<file path="config.mk">
export PLATFORM = sky130hd
export DESIGN_NAME = sysreg_access_dec
export DESIGN_NICKNAME = d
export VERILOG_FILES = /design/src/rtl/sysreg_dec_pkg.sv /design/src/rtl/sysreg_sel_match.sv /design/src/rtl/sysreg_route_policy.sv /design/src/rtl/sysreg_store.sv /design/src/rtl/sysreg_access_dec.sv
export SDC_FILE = /design/constraint.sdc
export NUM_CORES = 1
export LEC_CHECK = 0
export BUFFER_PORTS_ARGS = -buffer_cell sky130_fd_sc_hd__buf_2
export CAP_MARGIN = 5
export CELL_PAD_IN_SITES_DETAIL_PLACEMENT = 1
export CELL_PAD_IN_SITES_GLOBAL_PLACEMENT = 1
export CORE_MARGIN = 2
export CORE_UTILIZATION = 43
export DETAILED_ROUTE_END_ITERATION = 16
export HOLD_SLACK_MARGIN = 0.03
export PLACE_DENSITY = 0.87
export REMOVE_ABC_BUFFERS = 1
export SLEW_MARGIN = 20
export SYNTH_ARGS = -nofsm -noshare
export SYNTH_HDL_FRONTEND = slang
export SYNTH_SLANG_ARGS = --single-unit
</file>
<file path="constraint.sdc">
create_clock -name clk -period 2.8 [get_ports clk]
set_input_delay 0.28 -clock clk [delete_from_list [all_inputs] [get_ports clk]]
set_output_delay 0.28 -clock clk [all_outputs]
set_load 0.03 [all_outputs]
</file>
<file path="src/rtl/sysreg_dec_pkg.sv">
package sysreg_dec_pkg;

   typedef enum logic [2:0] {
      OUT_UNDEF = 3'd0,
      OUT_TRAP  = 3'd1,
      OUT_MEM   = 3'd2,
      OUT_KREG  = 3'd3,
      OUT_HREG  = 3'd4
   } outcome_e;

   typedef enum logic [1:0] {
      SEL_NONE = 2'd0,
      SEL_KERN = 2'd1,
      SEL_HYP  = 2'd2
   } sel_e;

   typedef struct packed {
      logic [1:0] op0;
      logic [2:0] op1;
      logic [3:0] crn;
      logic [3:0] crm;
      logic [2:0] op2;
   } sel_code_t;

   typedef struct packed {
      logic hv_en;
      logic nest_base;
      logic nest_el1;
      logic nest_mem;
      logic host;
      logic vm_rd;
      logic vm_wr;
      logic fg_rd;
      logic fg_wr;
      logic fg_en;
      logic top_present;
   } ctl_t;

   localparam logic [1:0] ENC_OP0      = 2'b11;
   localparam logic [2:0] ENC_OP1_KERN = 3'b000;
   localparam logic [2:0] ENC_OP1_HYP  = 3'b100;
   localparam logic [3:0] ENC_CRN      = 4'b0110;
   localparam logic [3:0] ENC_CRM      = 4'b0000;
   localparam logic [2:0] ENC_OP2      = 3'b000;

   // storage indices
   localparam int unsigned IDX_KREG = 0;
   localparam int unsigned IDX_HREG = 1;
   localparam int unsigned IDX_SLOT = 2;
   localparam int unsigned NUM_STORE = 3;

endpackage

</file>
<file path="src/rtl/sysreg_sel_match.sv">
module sysreg_sel_match
   import sysreg_dec_pkg::*;
(
   input  sel_code_t code,
   output sel_e      which
);
   logic common_ok;

   always_comb begin
      common_ok = (code.op0 == ENC_OP0) && (code.crn == ENC_CRN) &&
                  (code.crm == ENC_CRM) && (code.op2 == ENC_OP2);
      which = SEL_NONE;
      if (common_ok && code.op1 == ENC_OP1_KERN) which = SEL_KERN;
      else if (common_ok && code.op1 == ENC_OP1_HYP) which = SEL_HYP;
   end
endmodule

</file>
<file path="src/rtl/sysreg_route_policy.sv">
module sysreg_route_policy
   import sysreg_dec_pkg::*;
(
   input  logic [1:0] level,
   input  sel_e       which,
   input  logic       is_write,
   input  ctl_t       ctl,
   output outcome_e   outcome
);
   logic vm_hit;
   logic fg_hit;
   logic fg_live;

   always_comb begin
      vm_hit  = is_write ? ctl.vm_wr : ctl.vm_rd;
      fg_live = ctl.fg_en || !ctl.top_present;
      fg_hit  = fg_live && (is_write ? ctl.fg_wr : ctl.fg_rd);
      outcome = OUT_UNDEF;
      if (which != SEL_NONE) begin
         unique case (level)
            2'd0: outcome = OUT_UNDEF;
            2'd1: begin
               if (which == SEL_HYP) begin
                  if (ctl.hv_en && ctl.nest_mem && ctl.nest_base) outcome = OUT_KREG;
                  else if (ctl.hv_en && ctl.nest_base)            outcome = OUT_TRAP;
                  else                                            outcome = OUT_UNDEF;
               end else begin
                  if (ctl.hv_en && vm_hit)      outcome = OUT_TRAP;
                  else if (ctl.hv_en && fg_hit) outcome = OUT_TRAP;
                  else if (ctl.hv_en && ctl.nest_mem && ctl.nest_el1 && ctl.nest_base)
                                                outcome = OUT_MEM;
                  else                          outcome = OUT_KREG;
               end
            end
            2'd2: outcome = (which == SEL_HYP || ctl.host) ? OUT_HREG : OUT_KREG;
            default: outcome = (which == SEL_HYP) ? OUT_HREG : OUT_KREG;
         endcase
      end
   end
endmodule

</file>
<file path="src/rtl/sysreg_store.sv">
module sysreg_store #(
   parameter int unsigned DATA_W      = 64,
   parameter int unsigned NUM_ENTRIES = 3,
   parameter logic [DATA_W-1:0] RESET_VAL = '0,
   localparam int unsigned IDX_W = (NUM_ENTRIES > 1) ? $clog2(NUM_ENTRIES) : 1
) (
   input  logic                          clk,
   input  logic                          rst_n,
   input  logic                          wr_en,
   input  logic [IDX_W-1:0]              wr_idx,
   input  logic [DATA_W-1:0]             wr_data,
   input  logic [IDX_W-1:0]              rd_idx,
   output logic [DATA_W-1:0]             rd_data,
   output logic [NUM_ENTRIES*DATA_W-1:0] state_flat
);
   for (genvar g = 0; g < NUM_ENTRIES; g++) begin : g_ent
      logic [DATA_W-1:0] q;
      always_ff @(posedge clk) begin
         if (!rst_n)                                       q <= RESET_VAL;
         else if (wr_en && wr_idx == IDX_W'(g))            q <= wr_data;
      end
      assign state_flat[g*DATA_W +: DATA_W] = q;
   end

   always_comb begin
      rd_data = '0;
      for (int i = 0; i < NUM_ENTRIES; i++)
         if (rd_idx == IDX_W'(i)) rd_data = state_flat[i*DATA_W +: DATA_W];
   end
endmodule

</file>
<file path="src/rtl/sysreg_access_dec.sv">
module sysreg_access_dec
   import sysreg_dec_pkg::*;
#(
   parameter int unsigned DATA_W        = 64,
   parameter int unsigned SYN_W         = 6,
   parameter int unsigned ADDR_W        = 12,
   parameter logic [SYN_W-1:0]  TRAP_SYN    = 6'h18,
   parameter logic [ADDR_W-1:0] SLOT_OFFSET = 12'h220,
   parameter logic [DATA_W-1:0] RESET_VAL   = '0,
   localparam int unsigned IDX_W = $clog2(NUM_STORE)
) (
   input  logic              clk,
   input  logic              rst_n,
   input  logic              req_valid,
   input  logic [1:0]        req_level,
   input  logic [1:0]        req_op0,
   input  logic [2:0]        req_op1,
   input  logic [3:0]        req_crn,
   input  logic [3:0]        req_crm,
   input  logic [2:0]        req_op2,
   input  logic              req_write,
   input  logic [DATA_W-1:0] req_wdata,
   input  logic              hv_enable,
   input  logic              nest_base,
   input  logic              nest_el1,
   input  logic              nest_mem,
   input  logic              host_mode,
   input  logic              vm_trap_rd,
   input  logic              vm_trap_wr,
   input  logic              fg_trap_rd,
   input  logic              fg_trap_wr,
   input  logic              fg_enable,
   input  logic              top_level_present,
   output logic              rsp_valid,
   output logic [2:0]        rsp_outcome,
   output logic [SYN_W-1:0]  rsp_syndrome,
   output logic [ADDR_W-1:0] rsp_addr,
   output logic [DATA_W-1:0] rsp_rdata
);
   if (DATA_W < 32) begin : g_bad_width
      $error("DATA_W must be at least 32");
   end
   if (SYN_W < 5) begin : g_bad_syn
      $error("SYN_W too narrow for the trap syndrome");
   end
   if (ADDR_W < 10) begin : g_bad_addr
      $error("ADDR_W too narrow for the slot offset");
   end

   sel_code_t code;
   ctl_t      ctl;
   sel_e      which;
   outcome_e  dec;
   logic      hit;
   logic [IDX_W-1:0]  idx;
   logic [DATA_W-1:0] rd_data;
   logic [NUM_STORE*DATA_W-1:0] store_flat;

   assign code = '{op0: req_op0, op1: req_op1, crn: req_crn, crm: req_crm, op2: req_op2};
   assign ctl  = '{hv_en: hv_enable, nest_base: nest_base, nest_el1: nest_el1,
                   nest_mem: nest_mem, host: host_mode, vm_rd: vm_trap_rd,
                   vm_wr: vm_trap_wr, fg_rd: fg_trap_rd, fg_wr: fg_trap_wr,
                   fg_en: fg_enable, top_present: top_level_present};

   sysreg_sel_match u_match (.code(code), .which(which));

   sysreg_route_policy u_policy (
      .level(req_level), .which(which), .is_write(req_write),
      .ctl(ctl), .outcome(dec)
   );

   always_comb begin
      hit = 1'b1;
      unique case (dec)
         OUT_KREG: idx = IDX_W'(IDX_KREG);
         OUT_HREG: idx = IDX_W'(IDX_HREG);
         OUT_MEM:  idx = IDX_W'(IDX_SLOT);
         default: begin
            idx = '0;
            hit = 1'b0;
         end
      endcase
   end

   sysreg_store #(.DATA_W(DATA_W), .NUM_ENTRIES(NUM_STORE), .RESET_VAL(RESET_VAL)) u_store (
      .clk(clk), .rst_n(rst_n),
      .wr_en(req_valid && req_write && hit), .wr_idx(idx), .wr_data(req_wdata),
      .rd_idx(idx), .rd_data(rd_data), .state_flat(store_flat)
   );

   always_ff @(posedge clk) begin
      if (!rst_n) begin
         rsp_valid    <= 1'b0;
         rsp_outcome  <= 3'd0;
         rsp_syndrome <= '0;
         rsp_addr     <= '0;
         rsp_rdata    <= '0;
      end else begin
         rsp_valid <= req_valid;
         if (req_valid) begin
            rsp_outcome  <= dec;
            rsp_syndrome <= (dec == OUT_TRAP) ? TRAP_SYN : '0;
            rsp_addr     <= (dec == OUT_MEM) ? SLOT_OFFSET : '0;
            rsp_rdata    <= (hit && !req_write) ? rd_data : '0;
         end
      end
   end
endmodule

</file>
==> flow_summary_export.csv, run 1 <==
group,metric,value,unit
floorplan,die_w,166,um
clock_tree,cts.path.max_buffers,3,
sta,final.period_utilization,75.1,%
route,dr.pass1.iters,5,
clock_tree,ctsHtreeMaxLevel,1,
route,vias_per_cell,5.49,
sta,final.setup.tns,0,ps
route,drt-total-wl,34700,um
finish,fin_nets,1549,
synthesis,synth_area,11400,um^2
critical_path,crit_fanout,27,
synthesis,synth_cells,1280,
clock_tree,clock_sinks,262,
clock_tree,postCtsSetupBuffers,0,
grt,grt_pass1_vias,10800,
route,ant_nets,0,
floorplan,dieArea,27700,um^2
sta,finalClockSkew,7.38,ps
power_and_ir_drop,total_power,7.94,mW
min_path,hold_path_end,"u_store.g_ent[0].q[7]$_SDFFE_PN0P_",
finish,multiInputGateArea,5540,um^2
sta,setup_viol_count_final,0,
finish,fillers,3063,
clock_tree,holdBufCountCts,58,
min_path,holdPathStages,3,
route,wl_per_cell,19.2,um
floorplan,num_rows,59,
sta,hold_viol,0,
floorplan,ioPinCount,183,
critical_path,r2r_slack,1760,ps
sta,fmax,476,MHz
finish,regArea,5250,um^2
flow_run,cap_violations,0,
critical_path,rr_startpoint,"u_store.g_ent[1].q[38]$_SDFFE_PN0P_",
synthesis,synth_top_area_share,46.2,%
min_path,worstHoldPathType,"input pin to flop",
critical_path,r2r-end,"rsp_rdata[38]$_SDFFE_PN0P_",
clock_tree,cts_buffers,28,
synthesis,synthArstFlopShare,0,%
critical_path,cp-start-kind,"input pin",
floorplan,fp.dieH,166,um
route,drt_iter0_drc,574,
sta,rsz0062_at_grt,"false",
critical_path,cp.arrival,2510,ps
floorplan,initial_utilization,43.7,%
synthesis,ys_seq_area_share,46.2,%
clock_tree,cts_tree,"yes",
route,drcViolationCount,0,
critical_path,startpoint,"req_op2[2]",
route,vias,9938,
critical_path,cp-end-kind,"flop",
synthesis,ys_types,42,
sta,slew-limit-headroom,51.0,%
floorplan,core_region_area,26000,um^2
synthesis,synth_seq_cells,262,
synthesis,synth_warnings,0,
clock_tree,clock_latency,530,ps
power_and_ir_drop,power.leakage,5.63,nW
critical_path,path_class,"input pin to flop",
clock_tree,root_buffer,"clkbuf_16",
placed_design,dp_hpwl,19900,um
grt,antenna_found_initial,1,
sta,slew_viol_final,0,
synthesis,yosys.area.top_type,"dfxtp_1",
power_and_ir_drop,powerDensity,571,nW/um^2
synthesis,synth.area.top_cells,"dfxtp_1, nand2_1, a21boi_0",
sta,max_slew.worst_pin.slew,735,ps
grt,grt_overflow_total,0,
grt,grt_max_degree,195,
min_path,min-delay-start,"req_wdata[7]",
clock_tree,path_clk_slew,60,ps
grt,track_usage,24.5,%
status,outcome,"completed",
synthesis,ys.flop_type,"dfxtp_1",
synthesis,synth_edf_count,0,
sta,period_minus_slack,2100,ps
critical_path,rr_worst_depth,3,
grt,grt_pass1_wl,56200,um
placed_design,routabilityCongestion,0.761,
synthesis,avgSynthCellArea,8.87,um^2
critical_path,crit_required,3210,ps
power_and_ir_drop,peakVddDrop,500,uV
finish,syn2layout_area_growth,22.6,%
clock_tree,cts-resized-gates,0,
finish,post_route_cells_drive_above_1_share,21.6,%
sta,hold_ws,51.0,ps
placed_design,numPortBuffers,168,
kinds of logic after synthesis:
group	after synthesis	share of synthesized area (%)
simple gates	425	16.0
flops	262	46.2
buf+inv	123	5.76
other cells	1	0.0330
mux	132	12.3
compound gates	337	19.6
critical path: stages:
cell and delay [ps]:
buf_2 120, nor4b_1 290, and4_1 420, and2_4 280
and3_2 450, buf_12 250, nand2_1 80, a21boi_0 320
cell usage after synthesis, types with 2 or more instances:
cell type  number
a21boi_0      100
a21boi_1       92
a21oi_1         2
and2_1          2
and3_1          2
and4bb_2        2
buf_2          30
buf_4          28
buf_6           6
clkbuf_1       52
clkbuf_2        4
dfxtp_1       262
inv_1           3
mux2_2         64
mux2i_1        68
nand2_1       328
nand3_1        64
nor2_1          5
nor2b_1         6
nor3_1          2
nor3_2          2
nor4_4          2
nor4b_1         2
o21a_1          2
o21ai_0       119
o21ai_1        13
or3_1           3
flip-flops by register name (all words and copies together) (netlist names):
| signal | cells |
|---|---|
| u_store.g_ent.q | 192 |
| rsp_rdata | 64 |
| rsp_addr | 1 |
| rsp_valid | 1 |
| rsp_syndrome | 1 |
| rsp_outcome | 3 |
worst max path at each step:
| stage | endpoint | slack (ps) | cells past startpoint |
|---|---|---|---|
| after global placement | rsp_rdata[9]$_SDFFE_PN0P_ | 360 | 8 |
| after CTS | rsp_rdata[35]$_SDFFE_PN0P_ | 790 | 8 |
| after detailed placement | rsp_rdata[41]$_SDFFE_PN0P_ | 250 | 8 |
| final | u_store.g_ent[1].q[39]$_SDFFE_PN0P_ | 700 | 8 |
| after global routing | u_store.g_ent[2].q[39]$_SDFFE_PN0P_ | 590 | 8 |
| after floorplan | u_store.g_ent[1].q[0]$_SDFFE_PN0P_ | -1350 | 6 |
layout by cell type, fill, tap and decap left out, types with 7 or more instances in the layout:
cell           netlist  final
nand2_1            328    327
dfxtp_1            262    262
buf_2               30    167
o21ai_0            119    119
a21boi_0           100    100
a21boi_1            92     92
mux2i_1             68     68
mux2_2              64     64
nand3_1             64     64
dlygate4sd3_1        0     58
clkbuf_16            0     29
conb_1               1     14
o21ai_1             13     13
buf_4               28     12
buf_12               0     12
clkbuf_8             0      8
clkbuf_1            52      7
power breakdown:
group | internal, mW | switching, mW
registers | 3.73 | 0.000155
logic | 0.172 | 0.232
clock network | 2.28 | 1.53
total | 6.18 | 1.76
area by class of cell:
cell class              instances  share of cell area (%)
multi-input cells             908                    39.8
flip-flops and latches        262                    37.7
repair buffers                249                    12.5
clock buffers                  44                    6.19
well taps                     335                    3.01
clock inverters                 7                   0.647
inverters                       3                  0.0809
diodes                          1                  0.0180
layer usage:
layer  up-vias  track usage (%)  wire length (um)
met3        74             2.90              1330
met4         0             8.58              1150
met5         -                0                 0
met2       243             45.7             17700
li1       4667                -                 -
met1      4954             28.8             14500
through the flow:
stage          instance area, um^2  instances  worst slack (ps)  utilization, %
3_5_place_dp                 12400       1699               250            47.7
3_3_place_gp                 12400       1699               355            47.7
2_1_floorplan                10800       1173             -1350               -
6_report                     13900       1809               697            53.6
5_1_grt                      13900       1809               588            53.6
4_1_cts                      13900       1808               789            53.6
(Power assumes the default switching activity.)
==> inputs of run 2 (changes only) <==
--- a/config.mk
+++ b/config.mk
@@ -5,12 +5,13 @@
 export SDC_FILE = /design/constraint.sdc
 export NUM_CORES = 1
 export LEC_CHECK = 0
+export ABC_AREA = 1
 export BUFFER_PORTS_ARGS = -buffer_cell sky130_fd_sc_hd__buf_2
 export CAP_MARGIN = 5
 export CELL_PAD_IN_SITES_DETAIL_PLACEMENT = 1
 export CELL_PAD_IN_SITES_GLOBAL_PLACEMENT = 1
 export CORE_MARGIN = 2
-export CORE_UTILIZATION = 43
+export CORE_UTILIZATION = 40
 export DETAILED_ROUTE_END_ITERATION = 16
 export HOLD_SLACK_MARGIN = 0.03
 export PLACE_DENSITY = 0.87
==> constraint.sdc (replaced) <==
create_clock -name clk -period 2 [get_ports clk]
set_input_delay 0.2 -clock clk [delete_from_list [all_inputs] [get_ports clk]]
set_output_delay 0.2 -clock clk [all_outputs]
set_load 0.03 [all_outputs]
==> run 2 against run 1 <==
Sequential power grew 40%. Final cell count up 31%. Critical path depth increased by 7. Worst hold slack improved by 61 ps. Setup slack got worse by 380 ps. Die area up 11%.
==> flow_summary_export.csv, run 2 <==
group,metric,value,unit
status,outcome,"completed",
grt,antenna_found_initial,1,
sta,slew_viol_final,0,
floorplan,initial_utilization,40.7,%
synthesis,ys.flop_type,"dfxtp_1",
synthesis,synth_seq_cells,262,
finish,reg_top3,"u_store.g_ent.q: 192 flops, rsp_rdata: 64 flops, rsp_outcome: 3 flops",
critical_path,crit_fanout,52,
floorplan,num_rows,62,
sta,hold_viol,0,
synthesis,synth_cells,1774,
critical_path,rr_worst_depth,6,
critical_path,cp.arrival,2100,ps
sta,final.period_utilization,84.1,%
synthesis,synthArstFlopShare,0,%
clock_tree,ctsHtreeMaxLevel,1,
finish,layout_commonest_cell,"nand2_1",
power_and_ir_drop,total_power,11.1,mW
sta,final.setup.tns,0,ps
critical_path,rr_startpoint,"u_store.g_ent[1].q[41]$_SDFFE_PN0P_",
synthesis,synth_edf_count,0,
finish,final_cells,2374,
grt,grt_overflow_total,0,
synthesis,yosys.area_share.xor_xnor,0,%
finish,fin_nets,2066,
synthesis,synth_top_area_share,44.6,%
grt,track_usage,23.2,%
route,vias_per_cell,4.88,
finish,final_cell_mix,"nand2_1, nor2_1, dfxtp_1",
synthesis,avgSynthCellArea,6.63,um^2
floorplan,core_region_area,28900,um^2
route,ant_nets,0,
min_path,worstHoldPathType,"input pin to flop",
sta,finalClockSkew,11.0,ps
clock_tree,cts_buffers,29,
sta,slew-limit-headroom,58.3,%
finish,largest_register,"u_store.g_ent.q",
placed_design,dp_hpwl,21900,um
critical_path,crit_required,2420,ps
synthesis,synth_area,11800,um^2
clock_tree,postCtsSetupBuffers,0,
synthesis,synth.area.top_cells,"dfxtp_1, nand2_1, nor2_1",
floorplan,dieArea,30800,um^2
clock_tree,root_buffer,"clkbuf_16",
clock_tree,path_clk_slew,60,ps
clock_tree,holdBufCountCts,65,
finish,largest_register_ffs,192,
clock_tree,clock_sinks,262,
sta,max_slew.worst_pin.slew,626,ps
synthesis,muxShareOfSynthArea,0,%
grt,grt_pass1_vias,12100,
grt,grt_pass1_wl,59200,um
floorplan,die_w,175,um
critical_path,r2r-end,"rsp_rdata[41]$_SDFFE_PN0P_",
sta,fmax,595,MHz
clock_tree,cts.path.max_buffers,3,
placed_design,numPortBuffers,168,
synthesis,synth_common_cells,"nand2_1, nor2_1, dfxtp_1",
clock_tree,clock_latency,540,ps
synthesis,ys_types,27,
placed_design,routabilityCongestion,0.767,
power_and_ir_drop,powerDensity,757,nW/um^2
synthesis,yosys.area.top_type,"dfxtp_1",
placed_design,dp.cells,2257,
critical_path,cp-end-kind,"flop",
critical_path,cp-start-kind,"input pin",
finish,syn2layout_area_growth,24.7,%
synthesis,ys_seq_area_share,44.6,%
synthesis,yosysMostFrequentCell,"nand2_1",
route,wl_per_cell,15.2,um
sta,period_minus_slack,1680,ps
clock_tree,cts-resized-gates,0,
route,drt-total-wl,36000,um
critical_path,r2r_slack,1060,ps
route,vias,11600,
finish,utilization,50.8,%
clock_tree,cts_tree,"yes",
critical_path,path_class,"input pin to flop",
synthesis,synthAdderAreaFrac,0,%
floorplan,ioPinCount,183,
floorplan,fp.dieH,175,um
finish,post_route_cells_drive_above_1_share,13.8,%
power_and_ir_drop,power.leakage,6.35,nW
route,drcViolationCount,0,
sta,setup_viol_count_final,0,
synthesis,synth_warnings,0,
min_path,min-delay-start,"rst_n",
power_and_ir_drop,peakVddDrop,600,uV
route,drt_iter0_drc,538,
synthesis,synth-simple-area-share,32.2,%
min_path,holdPathStages,3,
min_path,hold_path_end,"rsp_rdata[40]$_SDFFE_PN0P_",
flow_run,cap_violations,0,
grt,grt_max_degree,133,
synthesis,synth_top_family_by_area,"simple AND/OR/NAND/NOR gates",
sta,rsz0062_at_grt,"false",
synthesis,synth_compound_area_share,10.1,%
route,dr.pass1.iters,4,
## run 2: stage by stage
stage	hold slack (ps)	instance area, um^2	setup WS, ps
detailed placement	454	13100	-224
global route	121	14700	151
finish	112	14700	318
floorplan	293	11100	-3160
global placement	450	13100	-135
CTS	92.4	14700	313
## run 2: how the worst max path moves through the flow
stage	end	cells past startpoint	from	slack [ps]
finish	u_store.g_ent[0].q[4]$_SDFFE_PN0P_	15	req_op1[1]	320
floorplan	u_store.g_ent[1].q[0]$_SDFFE_PN0P_	8	req_op1[1]	-3160
CTS	u_store.g_ent[0].q[4]$_SDFFE_PN0P_	15	req_op1[1]	310
detailed placement	u_store.g_ent[2].q[46]$_SDFFE_PN0P_	15	req_op1[1]	-220
global route	u_store.g_ent[2].q[46]$_SDFFE_PN0P_	15	req_op1[1]	150
global placement	rsp_rdata[44]$_SDFFE_PN0P_	13	req_op1[1]	-130
## run 2: worst max-delay path, stage by stage
cell and delay [ps]:
buf_2 90, or2_1 250, nor2_2 120, nand3_2 110, nand2_1 70, nand3_1 70, nand2_1 150, nand2_2 80
nand2_2 70, nand3_2 120, nor2_4 210, buf_12 270, nand2_1 100, nand2_1 80, nor2_1 60
## run 2: kinds of logic after synthesis
kind of cell / count (synthesis)
simple gates: 965
compound gates: 203
other cells: 1
buf+inv: 343
flops: 262
## run 2: area by class of cell
type / count / area (um^2)
antenna: 1 / 2.50
clock buffer: 49 / 901
clock inverter: 2 / 35.0
fill: 3824 / 14200
inverter: 216 / 816
multi-input combinational: 1182 / 5060
sequential: 262 / 5250
tap: 384 / 480
timing repair buffer: 278 / 2120
## run 2: power breakdown
group | internal [mW] | total (mW) | switching (mW)
registers | 5.22 | 5.22 | 0.00190
logic | 0.239 | 0.609 | 0.369
clock network | 3.15 | 5.26 | 2.11
total | 8.61 | 11.1 | 2.48
## run 2: metal layers
layer	GRT usage [%]	share of wire [%]	vias up
met5	0	0	-
met2	43.7	51	216
li1	-	-	5774
met4	4.96	1.5	0
met3	2.84	4.0	39
met1	28.1	44	5561
==> inputs of run 3 (changes only) <==
--- a/config.mk
+++ b/config.mk
@@ -5,13 +5,13 @@
 export SDC_FILE = /design/constraint.sdc
 export NUM_CORES = 1
 export LEC_CHECK = 0
-export ABC_AREA = 1
+export ABC_AREA = 0
 export BUFFER_PORTS_ARGS = -buffer_cell sky130_fd_sc_hd__buf_2
 export CAP_MARGIN = 5
 export CELL_PAD_IN_SITES_DETAIL_PLACEMENT = 1
 export CELL_PAD_IN_SITES_GLOBAL_PLACEMENT = 1
 export CORE_MARGIN = 2
-export CORE_UTILIZATION = 40
+export CORE_UTILIZATION = 43
 export DETAILED_ROUTE_END_ITERATION = 16
 export HOLD_SLACK_MARGIN = 0.03
 export PLACE_DENSITY = 0.87
==> constraint.sdc (replaced) <==
create_clock -name clk -period 1.7 [get_ports clk]
set_input_delay 0.17 -clock clk [delete_from_list [all_inputs] [get_ports clk]]
set_output_delay 0.17 -clock clk [all_outputs]
set_load 0.03 [all_outputs]
==> run 3 against run 2 <==
The flow now finishes with violations (setup timing). First-iteration DRC count rose by 73%. Count of clock-buffer cells in the layout fell by 7. Sequential share of layout area fell by 0.62 points. Global-route usage rose by 3.4 points. Via count fell by 4.7%. Clock power rose by 16%. Register-to-register slack got worse by 490 ps. Routed wire length rose by 25%. Critical path depth fell by 5. Core utilization rose by 6.6 points. Total power rose by 18%. Worst hold slack got worse by 28 ps. Largest power group is now registers.
==> flow_summary_export.csv, run 3 (synthesis results as in run 1) <==
group,metric,value,unit
status,outcome,"complete, but fails checks",
status,violations,"setup timing",
power_and_ir_drop,power.leakage,6.10,nW
finish,reg_top3,"u_store.g_ent.q: 192 flops, rsp_rdata: 64 flops, rsp_outcome: 3 flops",
sta,hold_viol,0,
clock_tree,clock_sinks,262,
route,ant_nets,0,
finish,multiInputGateArea,5680,um^2
flow_run,cap_violations,0,
route,drt-total-wl,44800,um
route,dr.pass1.iters,6,
grt,antenna_found_initial,4,
power_and_ir_drop,powerDensity,877,nW/um^2
route,vias_per_cell,5.88,
grt,grt_max_degree,194,
sta,rsz0062_at_grt,"true",
sta,setup_ws,-179,ps
floorplan,ioPinCount,183,
min_path,worstHoldPathType,"input pin to flop",
placed_design,numPortBuffers,168,
sta,fmax,532,MHz
route,wl_per_cell,23.9,um
critical_path,cp-start-kind,"input pin",
critical_path,cp.arrival,2320,ps
clock_tree,ctsHtreeMaxLevel,1,
floorplan,die_w,166,um
grt,grt_pass1_vias,11400,
finish,layout_commonest_cell,"nand2_1",
critical_path,crit_fanout,10,
finish,post_route_cells_drive_above_1_share,25.5,%
sta,max_slew.worst_pin.slew,811,ps
finish,regArea,5250,um^2
critical_path,cp-end-kind,"flop",
clock_tree,cts_buffers,28,
finish,syn2layout_area_growth,31.4,%
power_and_ir_drop,total_power,13.1,mW
clock_tree,cts_tree,"yes",
clock_tree,root_buffer,"clkbuf_16",
grt,track_usage,26.5,%
route,drt_iter0_drc,929,
clock_tree,path_clk_slew,60,ps
finish,largest_register_ffs,192,
route,drcViolationCount,0,
placed_design,routabilityCongestion,0.740,
finish,fillers,2923,
power_and_ir_drop,peakVddDrop,643,uV
sta,hold_ws,84.4,ps
clock_tree,clock_latency,550,ps
route,vias,11000,
sta,slew-limit-headroom,45.9,%
finish,fin_nets,1614,
critical_path,crit_required,2140,ps
sta,finalClockSkew,10.2,ps
sta,slew_viol_final,0,
clock_tree,cts.path.max_buffers,3,
floorplan,dieArea,27700,um^2
sta,final.period_utilization,111,%
finish,largest_register,"u_store.g_ent.q",
sta,period_minus_slack,1880,ps
grt,grt_overflow_total,0,
finish,final_cell_mix,"nand2_1, dfxtp_1, buf_2",
floorplan,num_rows,59,
floorplan,core_region_area,26000,um^2
floorplan,fp.dieH,166,um
critical_path,path_class,"input pin to flop",
grt,grt_pass1_wl,60400,um
floorplan,initial_utilization,43.7,%
sta,setup_viol_count_final,117,
placed_design,dp_hpwl,21900,um
[run 3: final timing paths]
kind / slack, ps / to / depth (start not counted) / start
setup reg to reg: 570 / rsp_rdata[55]$_SDFFE_PN0P_ / 3 / u_store.g_ent[1].q[55]$_SDFFE_PN0P_
hold / removal: 80 / rsp_valid$_SDFF_PN0_ / 4 / req_valid
hold reg to reg: 450 / rsp_outcome[0]$_SDFFE_PN0P_ / 2 / rsp_outcome[0]$_SDFFE_PN0P_
setup / recovery: -180 / u_store.g_ent[2].q[10]$_SDFFE_PN0P_ / 10 / req_write
[run 3: cell type report]
type | count | share of cell area (%)
Multi-Input combinational cell | 908 | 38.1
Sequential cell | 262 | 35.2
Timing Repair Buffer | 314 | 17.8
Clock buffer | 42 | 5.46
Tap cell | 335 | 2.81
Clock inverter | 10 | 0.528
Inverter | 3 | 0.0755
Antenna cell | 4 | 0.0671
[run 3: worst max-delay path, cell delays in order]
cell and delay (ps):
buf_6 100, mux2i_4 280, o2111ai_2 210, or3_4 440
buf_4 150, nor3_4 220, buf_12 210, clkbuf_16 200
nand2_1 70, a21boi_1 260
[run 3: per-stage QoR]
step / utilization (%) / setup WS (ps) / instance area, um^2 / TNS [ps] / std cells
CTS: 55.4 / -22.4 / 14400 / -29.7 / 1856
global placement: 49.3 / -498 / 12800 / -110940 / 1739
finish: 57.4 / -179 / 14900 / -7840 / 1878
detailed placement: 49.3 / -660 / 12800 / -136790 / 1739
floorplan: - / -2340 / 10800 / -470560 / 1173
global route: 57.4 / -194 / 14900 / -12940 / 1878
[run 3: power breakdown]
part	switching (mW)	total [mW]	internal, mW
clock	2.66	6.12	3.46
combinational	0.456	0.830	0.374
sequential	0.000320	6.14	6.14
total	3.11	13.1	9.97
[run 3: metal layers]
layer	wire, um	GRT usage [%]	share of wire (%)
met3	2660	3.85	5.9
met5	0	0	0
met1	17400	30.9	39
met2	22200	48.0	50
met4	2540	12.4	5.7
[run 3: what timing repair did]
item	CTS	global route
setup buffers	0	5
hold buffers	65	0
cloned	0	13
pin swaps	0	14
setup endpoints to repair	80	253
resized for setup	8	75
endpoints found under the hold margin	193	0
